## src/rtl/lin_frame_seq.sv

```systemverilog
module lin_frame_seq #(
  parameter int NRESP = 9,
  parameter logic [7:0] SYNC_VAL = 8'h55
) (
  input  logic                    clk,
  input  logic                    rst_n,
  input  logic                    ev_valid,
  input  logic [1:0]              ev_kind,
  input  logic [7:0]              ev_byte,
  output logic                    frm_done,
  output logic [7:0]              frm_pid,
  output logic [8*(NRESP-1)-1:0]  frm_data,
  output logic [$clog2(NRESP+1)-1:0] frm_ndata,
  output logic [7:0]              frm_chk,
  output logic                    frm_sync_err,
  output logic                    frm_par_err,
  output logic                    frm_no_resp,
  output logic                    frm_ovf
);
  localparam int ND = NRESP - 1;
  localparam int CW = $clog2(NRESP + 1);

  typedef enum logic [2:0] {S_WAIT, S_SYNC, S_PID, S_DATA, S_ERR} st_t;

  st_t st, nxt;
  logic [CW-1:0] cnt;
  logic          idl;
  logic [7:0]    pid_q;
  logic          serr_q;
  logic [7:0]    bufr [NRESP];

  wire is_byte = ev_valid && ev_kind == 2'd0;
  wire is_brk  = ev_valid && ev_kind == 2'd1;
  wire is_idle = ev_valid && ev_kind == 2'd2;
  wire active  = st == S_SYNC || st == S_PID || st == S_DATA;
  wire brk_ok  = is_brk && ev_byte == 8'h00;
  wire close_i = active && is_idle && idl;
  wire ovf_hit = st == S_DATA && is_byte && cnt == CW'(NRESP);
  wire emit    = (st == S_DATA && (close_i || brk_ok)) || ovf_hit;

  wire p0 = pid_q[0] ^ pid_q[1] ^ pid_q[2] ^ pid_q[4];
  wire p1 = ~(pid_q[1] ^ pid_q[3] ^ pid_q[4] ^ pid_q[5]);
  wire perr = pid_q[7:6] != {p1, p0};

  logic [8*ND-1:0] dat_c;
  logic [7:0]      chk_c;
  always_comb begin
    for (int i = 0; i < ND; i++)
      dat_c[i*8 +: 8] = (i + 1 < int'(cnt)) ? bufr[i] : 8'h00;
    chk_c = (cnt == '0) ? 8'h00 : bufr[cnt - CW'(1)];
  end

  always_comb begin
    nxt = st;
    case (st)
      S_WAIT: if (is_brk) nxt = S_SYNC;
      S_ERR:  if (is_brk) nxt = S_SYNC;
      default: begin
        if (is_brk)       nxt = brk_ok ? S_SYNC : S_ERR;
        else if (close_i) nxt = S_WAIT;
        else if (is_byte) begin
          if (st == S_SYNC)     nxt = S_PID;
          else if (st == S_PID) nxt = S_DATA;
          else if (ovf_hit)     nxt = S_ERR;
        end
      end
    endcase
  end

  wire clr = nxt == S_WAIT || nxt == S_ERR || (is_brk && nxt == S_SYNC);

  always_ff @(posedge clk) begin
    if (!rst_n) begin
      st <= S_WAIT;
      cnt <= '0;
      idl <= 1'b0;
      pid_q <= '0;
      serr_q <= 1'b0;
      for (int i = 0; i < NRESP; i++) bufr[i] <= '0;
    end else begin
      st <= nxt;
      if (clr) begin
        cnt <= '0;
        idl <= 1'b0;
        pid_q <= '0;
        serr_q <= 1'b0;
        for (int i = 0; i < NRESP; i++) bufr[i] <= '0;
      end else if (active) begin
        if (is_idle) idl <= 1'b1;
        if (is_byte) begin
          idl <= 1'b0;
          if (st == S_SYNC) serr_q <= ev_byte != SYNC_VAL;
          else if (st == S_PID) pid_q <= ev_byte;
          else begin
            bufr[cnt] <= ev_byte;
            cnt <= cnt + CW'(1);
          end
        end
      end
    end
  end

  always_ff @(posedge clk) begin
    if (!rst_n) begin
      frm_done <= 1'b0;
      frm_pid <= '0;
      frm_data <= '0;
      frm_ndata <= '0;
      frm_chk <= '0;
      frm_sync_err <= 1'b0;
      frm_par_err <= 1'b0;
      frm_no_resp <= 1'b0;
      frm_ovf <= 1'b0;
    end else begin
      frm_done <= emit;
      if (emit) begin
        frm_pid <= pid_q;
        frm_data <= dat_c;
        frm_ndata <= (cnt == '0) ? '0 : cnt - CW'(1);
        frm_chk <= chk_c;
        frm_sync_err <= serr_q;
        frm_par_err <= perr;
        frm_no_resp <= cnt == '0;
        frm_ovf <= ovf_hit;
      end
    end
  end

  assert_done_single_R11: assert property (@(posedge clk) disable iff (!rst_n)
    frm_done |=> !frm_done);
  assert_done_after_event_R5: assert property (@(posedge clk) disable iff (!rst_n)
    $rose(frm_done) |-> $past(ev_valid));
  assert_cnt_bound_R10: assert property (@(posedge clk) disable iff (!rst_n)
    cnt <= CW'(NRESP));
  assert_err_exit_R8: assert property (@(posedge clk) disable iff (!rst_n)
    st == S_ERR |=> (st == S_ERR || st == S_SYNC));
  assert_wait_exit_R2: assert property (@(posedge clk) disable iff (!rst_n)
    st == S_WAIT |=> (st == S_WAIT || st == S_SYNC));
  assert_noresp_zero_R9: assert property (@(posedge clk) disable iff (!rst_n)
    (frm_done && frm_no_resp) |-> (frm_ndata == '0 && frm_chk == 8'h00));
endmodule

```

## config.mk

```make
export PLATFORM = sky130hd
export DESIGN_NAME = lin_frame_seq
export DESIGN_NICKNAME = d
export VERILOG_FILES = /design/src/rtl/lin_frame_seq.sv
export SDC_FILE = /design/constraint.sdc
export NUM_CORES = 1
export LEC_CHECK = 0
export CELL_PAD_IN_SITES_DETAIL_PLACEMENT = 1
export CELL_PAD_IN_SITES_GLOBAL_PLACEMENT = 2
export CORE_UTILIZATION = 24
export CTS_BUF_LIST = sky130_fd_sc_hd__clkbuf_4
export CTS_CLUSTER_DIAMETER = 150
export CTS_CLUSTER_SIZE = 25
export DETAILED_ROUTE_END_ITERATION = 10
export PLACE_DENSITY = 0.6
export REMOVE_ABC_BUFFERS = 1
export SLEW_MARGIN = 30
export SYNTH_ARGS = -nofsm -noshare
export SYNTH_HDL_FRONTEND = slang
export SYNTH_SLANG_ARGS = --single-unit
export TNS_END_PERCENT = 20
```

## constraint.sdc

```tcl
create_clock -name clk -period 4.15 [get_ports clk]
set_clock_uncertainty 0.1 [all_clocks]
set_input_delay 1.0375 -clock clk [delete_from_list [all_inputs] [get_ports clk]]
set_output_delay 1.0375 -clock clk [all_outputs]
set_load 0.1 [all_outputs]
```

==> run metrics, run 1 <==
Die Span Y=approximately 200 um; largest net degree at the start of global routing=between 70 and 80; sequential share of the synthesized area=61.8%; DRC viols=0; initial core utilization=roughly 24%; IO Pins=slightly above 100; number of buffers created by CTS=13; outcome=complete, no violations; Area growth syn-to-layout=19.6%; min Tclk post-route=approximately 3.5 ns; postcts setup bufs=0; Die W=slightly above 200 um; Slew headroom=between 30 and 40%; vias in the first global route=around 6700; CP Data Arrival Time=2.32 ns; die area=41000 um^2; hold_buf cts=0; H-tree levels=1; Clock Latency Late Sink=~0.67 ns; Worst Max-Slew Pin Slew=roughly 1 ns; max incr delay on CP=~1.2 ns; Resized cells post-CTS=0; Top FF cell, synth=edfxtp_1; Place WS=approximately 0.088 ns; worst vdd ir=around 0.14 mV; DRT Wirelength=~29 mm; crit-path max FO=2; routed vias/inst=between 4 and 5; Synth top area share=between 30% and 40%; fmax=between 0.2 and 0.3 GHz; Antenna Nets Post-Route=0; first-pass GRT wire length=between 40 and 50 mm; clk sinks=234; cell area after layout=around 12000 um^2; Synth async-reset ratio=0%; final hold vios=0; drt first pass iters=6; placed insts=1414; yosys warns=0; Iteration-0 DRC Markers=~400; Netlist Area Pre-Place=between 9000 and 10000 um^2; synth unique cells=52; number of synthesized flops with an enable pin=between 100 and 150; area of placed instances=approximately 11000 um^2; Global Route Usage Sum=14.1%; DP HPWL=approximately 20 mm; CTS max path bufs=3; Non-Filler Instances=approximately 1400; vias=between 6000 and 7000; max_cap viols=0; Total Neg Setup Slack=0 ns; Crit. End Element=primary output; root buffer cell=clkbuf_4; slowest CP cell=clkdlybuf4s50_1; worst hold path type=flop to flop; CTS tree=done; WP data required=about 3 ns; core area=~40000 um^2; nets=921; delay-heaviest family, CP=buffers and inverters; Synth area leader=edfxtp_1; synthesized instance count=between 800 and 900; I/O Buffers=slightly above 100; post-layout util=29.1%; period utilisation layout=83.2%; Leak Pwr=3.99 nW; row count=between 70 and 80; worst path cell trace=clkdlybuf4s50_1; # setup viols final=0; routability cong.=about 0.75; Cell Pwr Density=approximately 300 nW/um^2; Setup Crit Path Kind=flop to primary output; Mean Syn Cell Area=~12 um^2; Final Max Slew Viols=0; CTS clk-pin slew, worst paths=around 0.26 ns; total grt overflow=0; RSZ-0062 raised after global routing=false; crit path launch type=flop; CP bufs+invs=1; WHS=0.370 ns; total power draw=around 3.5 mW; per-cell routed wire length=approximately 20 um; layout cell share with drive strength beyond 1=a little under an eighth; ranking of synthesized cells by area=edfxtp_1 40%, dfxtp_1 22%, mux4_2 7.9%, and2_1 4.4%, a21oi_1 4.4%; final worst setup slack=between 0.6 and 0.7 ns; FF+latch count, synth=234; initial antenna violation count=1
-- cell families (layout without fill, tap and decap cells) --
group | count (synthesis) | after routing | share of synthesized area, %
AOI/OAI and AO/OA | 119 | 119 | 7.14
xor gates and xnor gates | 12 | 12 | 1.09
adders and majority gates | 4 | 4 | 0.518
buffers and inverters | 61 | 161 | 2.92
DFF | 234 | 234 | 61.8
muxes | 56 | 56 | 10.2
other | 1 | 10 | 0.0388
and+or+nand+nor | 316 | 316 | 16.3
-- layout by cell type (no fill, tap or decap), drive strengths merged, types with 7 or more instances in the layout --
cell type / Yosys / final
and3: 9 / 9
and2: 68 / 68
xnor2: 8 / 8
a21oi: 84 / 84
o21ai: 7 / 7
mux2i: 21 / 21
buf: 26 / 34
nor2: 39 / 39
clkbuf: 30 / 20
dfxtp: 106 / 106
nand2: 102 / 102
clkdlybuf4s50: 0 / 101
conb: 1 / 8
mux4: 34 / 34
nand3: 71 / 71
edfxtp: 128 / 128
-- report_power, final --
group	leakage (nW)	switching, mW	internal, mW
Combinational	1.64	0.0635	0.0274
Clock	0.0993	0.731	0.228
Sequential	2.25	0.00565	2.44
Total	3.99	0.801	2.70
-- cells in the mapped netlist, types with 3 or more instances --
master	n
mux2i_1	21
o22a_1	6
nor2_1	39
nand2_1	102
nor3_1	3
a21oi_1	84
xor2_1	4
edfxtp_1	128
or4_1	3
nand4_1	3
mux4_2	34
or2_2	6
inv_1	4
ha_1	4
o22ai_1	6
o21ai_1	3
nand3b_1	3
and3_1	8
dfxtp_1	106
and2_1	68
buf_2	18
clkbuf_1	30
buf_4	4
nor2b_1	3
o21ai_0	4
xnor2_1	8
nand3_1	70
-- path summary, 6_finish.rpt --
check | from | end | slack [ns] | cells after the start
worst min-delay path | frm_data[17]$_SDFFE_PN0P_ | frm_data[17]$_SDFFE_PN0P_ | 0.37 | 2
worst min register to register | frm_data[17]$_SDFFE_PN0P_ | frm_data[17]$_SDFFE_PN0P_ | 0.37 | 2
worst max register to register | cnt[3]$_SDFFE_PP0P_ | bufr[10][5]$_DFFE_PP_ | 1.03 | 5
worst max-delay path | frm_ndata[3]$_SDFFE_PN0P_ | frm_ndata[3] | 0.70 | 1
-- flip-flops by register name, summed over array words and instances, names as in the netlist, 3 cells and up --
signal	count
frm_pid	8
st	3
bufr	128
pid_q	8
frm_ndata	4
frm_chk	8
cnt	4
frm_data	64
-- routing by layer --
| layer | GRT usage, % | wire (um) | vias to the layer above |
|---|---|---|---|
| met1 | 19.6 | 13600 | 3274 |
| li1 | - | - | 3087 |
| met3 | 2.15 | 1110 | 26 |
| met4 | 3.03 | 597 | 0 |
| met2 | 23.0 | 13500 | 111 |
| met5 | 0 | 0 | - |
-- area by class of cell --
cell class | count | area, um^2
diodes | 2 | 5.00
clock buffers | 20 | 150
clock inverters | 1 | 16.3
fillers | 4416 | 28200
inverters | 5 | 18.8
multi-input cells | 515 | 3440
flip-flops and latches | 234 | 5970
well taps | 525 | 657
repair buffers | 135 | 1300
Note: power is estimated with default switching activity, not from simulation.
==> run 2: changes to the inputs <==
==> constraint.sdc (replaced) <==
create_clock -name clk -period 3.5 [get_ports clk]
set_clock_uncertainty 0.1 [all_clocks]
set_input_delay 0.875 -clock clk [delete_from_list [all_inputs] [get_ports clk]]
set_output_delay 0.875 -clock clk [all_outputs]
set_load 0.1 [all_outputs]
==> run 2 against run 1 <==
  * Count of clock-buffer cells in the layout down 1
  * Die area unchanged
  * Critical path type is now primary input to flop
  * Flip-flop and latch count unchanged
  * Critical endpoint is now bufr[8][1]$_SDFFCE_PN0P_
  * Sequential share of layout area down 0.078 points
  * Global-route usage up 0.52 points
  * Cell count up 1.9%
  * Total power up 18%
  * Core utilization about the same
  * Routed wire length up 3.2%
  * Worst setup slack better by 0.0031 ns
  * Clock power up 18%
==> run metrics, run 2 (synthesis gave the netlist of run 1 again) <==
worst path cell trace=clkdlybuf4s50_1 > or3b_1 > o31a_1 > a32oi_1 > a21o_1 > buf_12 > a41o_1 > buf_4; H-tree levels=1 (unchanged); Largest regs=bufr x128, frm_data x64; area of placed instances=11400 um^2 (+0.24%); die area=41000 um^2 (unchanged); Setup Crit Path Kind=primary input to flop; core area=39700 um^2 (unchanged); root buffer cell=clkbuf_4; crit-path max FO=13 (+11); Antenna Nets Post-Route=0 (unchanged); FF-to-FF Start=cnt[1]$_SDFFE_PP0P_; Die W=203 um (unchanged); Switching Fraction=23.0% (+0.11 points); vias=6588 (+1.4%); CTS tree=done; CTS clk-pin slew, worst paths=0.26 ns (about the same); Int Pwr=3.19 mW (+18%); routability cong.=0.761 (+2.1%); Non-Filler Instances=1465 (+1.9%); max incr delay on CP=0.48 ns (-0.68 ns); worst vdd ir=0.160 mV (+15%); worst hold path type=flop to flop; hold_buf cts=0 (unchanged); end of the worst hold path=frm_data[5]$_SDFFE_PN0P_; Slew headroom=42.2% (+10 points); reg2reg end=frm_chk[0]$_SDFFE_PN0P_; Area growth syn-to-layout=19.8%; number of buffers created by CTS=13 (unchanged); CP Data Arrival Time=3.05 ns (+0.73 ns); r2r setup slk=0.79 ns (-0.24 ns); outcome=complete, no violations; DRT Wirelength=29.8 mm (+3.2%); max_cap viols=0 (unchanged); CTS max path bufs=3 (unchanged); routed vias/inst=4.50 (-0.55%); sequential cell fraction of total power=70.1% (about the same); max reg flops=128 (unchanged); IO Pins=102 (unchanged); Global Route Usage Sum=14.6% (+0.52 points); drt first pass iters=6 (unchanged); WHS=0.370 ns (-0.000415 ns); Crit. End Element=flop; FF-to-FF path depth=6 (+1); I/O Buffers=101 (unchanged); # setup viols final=0 (unchanged); largest net degree at the start of global routing=39 (-48%); Iteration-0 DRC Markers=398 (unchanged); initial core utilization=24.3% (unchanged); cell area after layout=11600 um^2 (+0.15%); placed insts=1444 (+2.1%); commonest non-fill, non-tap cell in the layout=buf_4; most frequent cells in the layout=148 x buf_4, 128 x edfxtp_1, 105 x dfxtp_1; per-cell routed wire length=20.3 um (+1.2%); Die Span Y=203 um (unchanged); initial antenna violation count=2 (+1); Clock Latency Late Sink=0.68 ns (about the same); Cell Pwr Density=358 nW/um^2 (+18%); final hold vios=0 (unchanged); Final Max Slew Viols=0 (unchanged); nets=951 (+3.3%); vias in the first global route=6879 (+3.1%); slowest CP cell=clkdlybuf4s50_1; DRC viols=0 (unchanged); DP HPWL=20.7 mm (+3.8%); P_sw=0.952 mW (+19%); WP data required=3.75 ns (+0.74 ns); period utilisation layout=around four fifths; clock share of power=27.3% (about the same); Comb power frac=2.6% (about the same); first-pass GRT wire length=44.9 mm (+4.1%); Hold Crit Depth=2 (unchanged); Total Neg Setup Slack=0 ns (unchanged); RSZ-0062 raised after global routing=false; hold_sp=frm_data[5]$_SDFFE_PN0P_; clk sinks=234 (unchanged); min Tclk post-route=between 2 and 3 ns; largest register by flop count=bufr; Leak Pwr=4.33 nW (+8.5%); Worst Max-Slew Pin Slew=0.867 ns (-0.147 ns); postcts setup bufs=0 (unchanged); Resized cells post-CTS=0 (unchanged); row count=73 (unchanged); layout cell share with drive strength beyond 1=23.6% (+12 points); crit path launch type=primary input; total grt overflow=0 (unchanged); fmax=between 0.3 and 0.4 GHz
==> run 2: area by class of cell <==
cell class	instances	area [um^2]
flip-flops and latches	234	5970
diodes	1	2.50
inverters	5	18.8
clock buffers	19	143
multi-input cells	515	3440
repair buffers	165	1330
fillers	4419	28200
clock inverters	1	16.3
well taps	525	657
==> run 2: per-stage QoR <==
step | util, % | power (mW) | setup slack (ns)
after global placement | 28.7 | 3.07 | 0.0221
final | 29.1 | 4.14 | 0.699
after global routing | 29.1 | 4.31 | 0.649
after floorplan | - | 2.98 | -0.577
after CTS | 29.1 | 4.22 | 0.777
after detailed placement | 28.7 | 3.07 | 0.00730
==> run 2: power groups by stage <==
stage          clock network, mW  registers, mW  logic [mW]
5_1_grt                     1.28           2.91       0.118
6_report                    1.13           2.90       0.109
3_3_place_gp                   0           2.96       0.112
4_1_cts                     1.20           2.90       0.113
2_1_floorplan                  0           2.96      0.0290
3_5_place_dp                   0           2.96       0.113
==> run 2: how the worst max path moves through the flow <==
stage,startpoint,to,slack (ns),depth (start not counted)
3_5_place_dp,ev_kind[0],bufr[3][4]$_SDFFCE_PN0P_,0.007,7
2_1_floorplan,cnt[0]$_SDFFE_PP0P_,frm_chk[7]$_SDFFE_PN0P_,-0.58,5
5_1_grt,ev_kind[0],bufr[8][1]$_SDFFCE_PN0P_,0.65,8
6_report,ev_kind[0],bufr[8][1]$_SDFFCE_PN0P_,0.70,8
4_1_cts,ev_kind[0],bufr[8][1]$_SDFFCE_PN0P_,0.78,8
3_3_place_gp,ev_kind[0],bufr[3][3]$_SDFFCE_PN0P_,0.02,7
==> run 2: layer usage <==
metal / share of wire, % / routed length (um) / track usage, % / vias to the layer above
met2: 48 / 14300 / 24.5 / 91
li1: - / - / - / 3137
met5: 0 / 0 / 0 / -
met4: 1.3 / 382 / 2.26 / 0
met1: 48 / 14300 / 20.4 / 3339
met3: 2.6 / 780 / 1.65 / 21
==> run 2: worst max-delay path, delay by kind of cell <==
family | cells | cell delay (ns)
buf+inv | 3 | 0.81
compound gates | 4 | 0.93
simple gates | 1 | 0.45
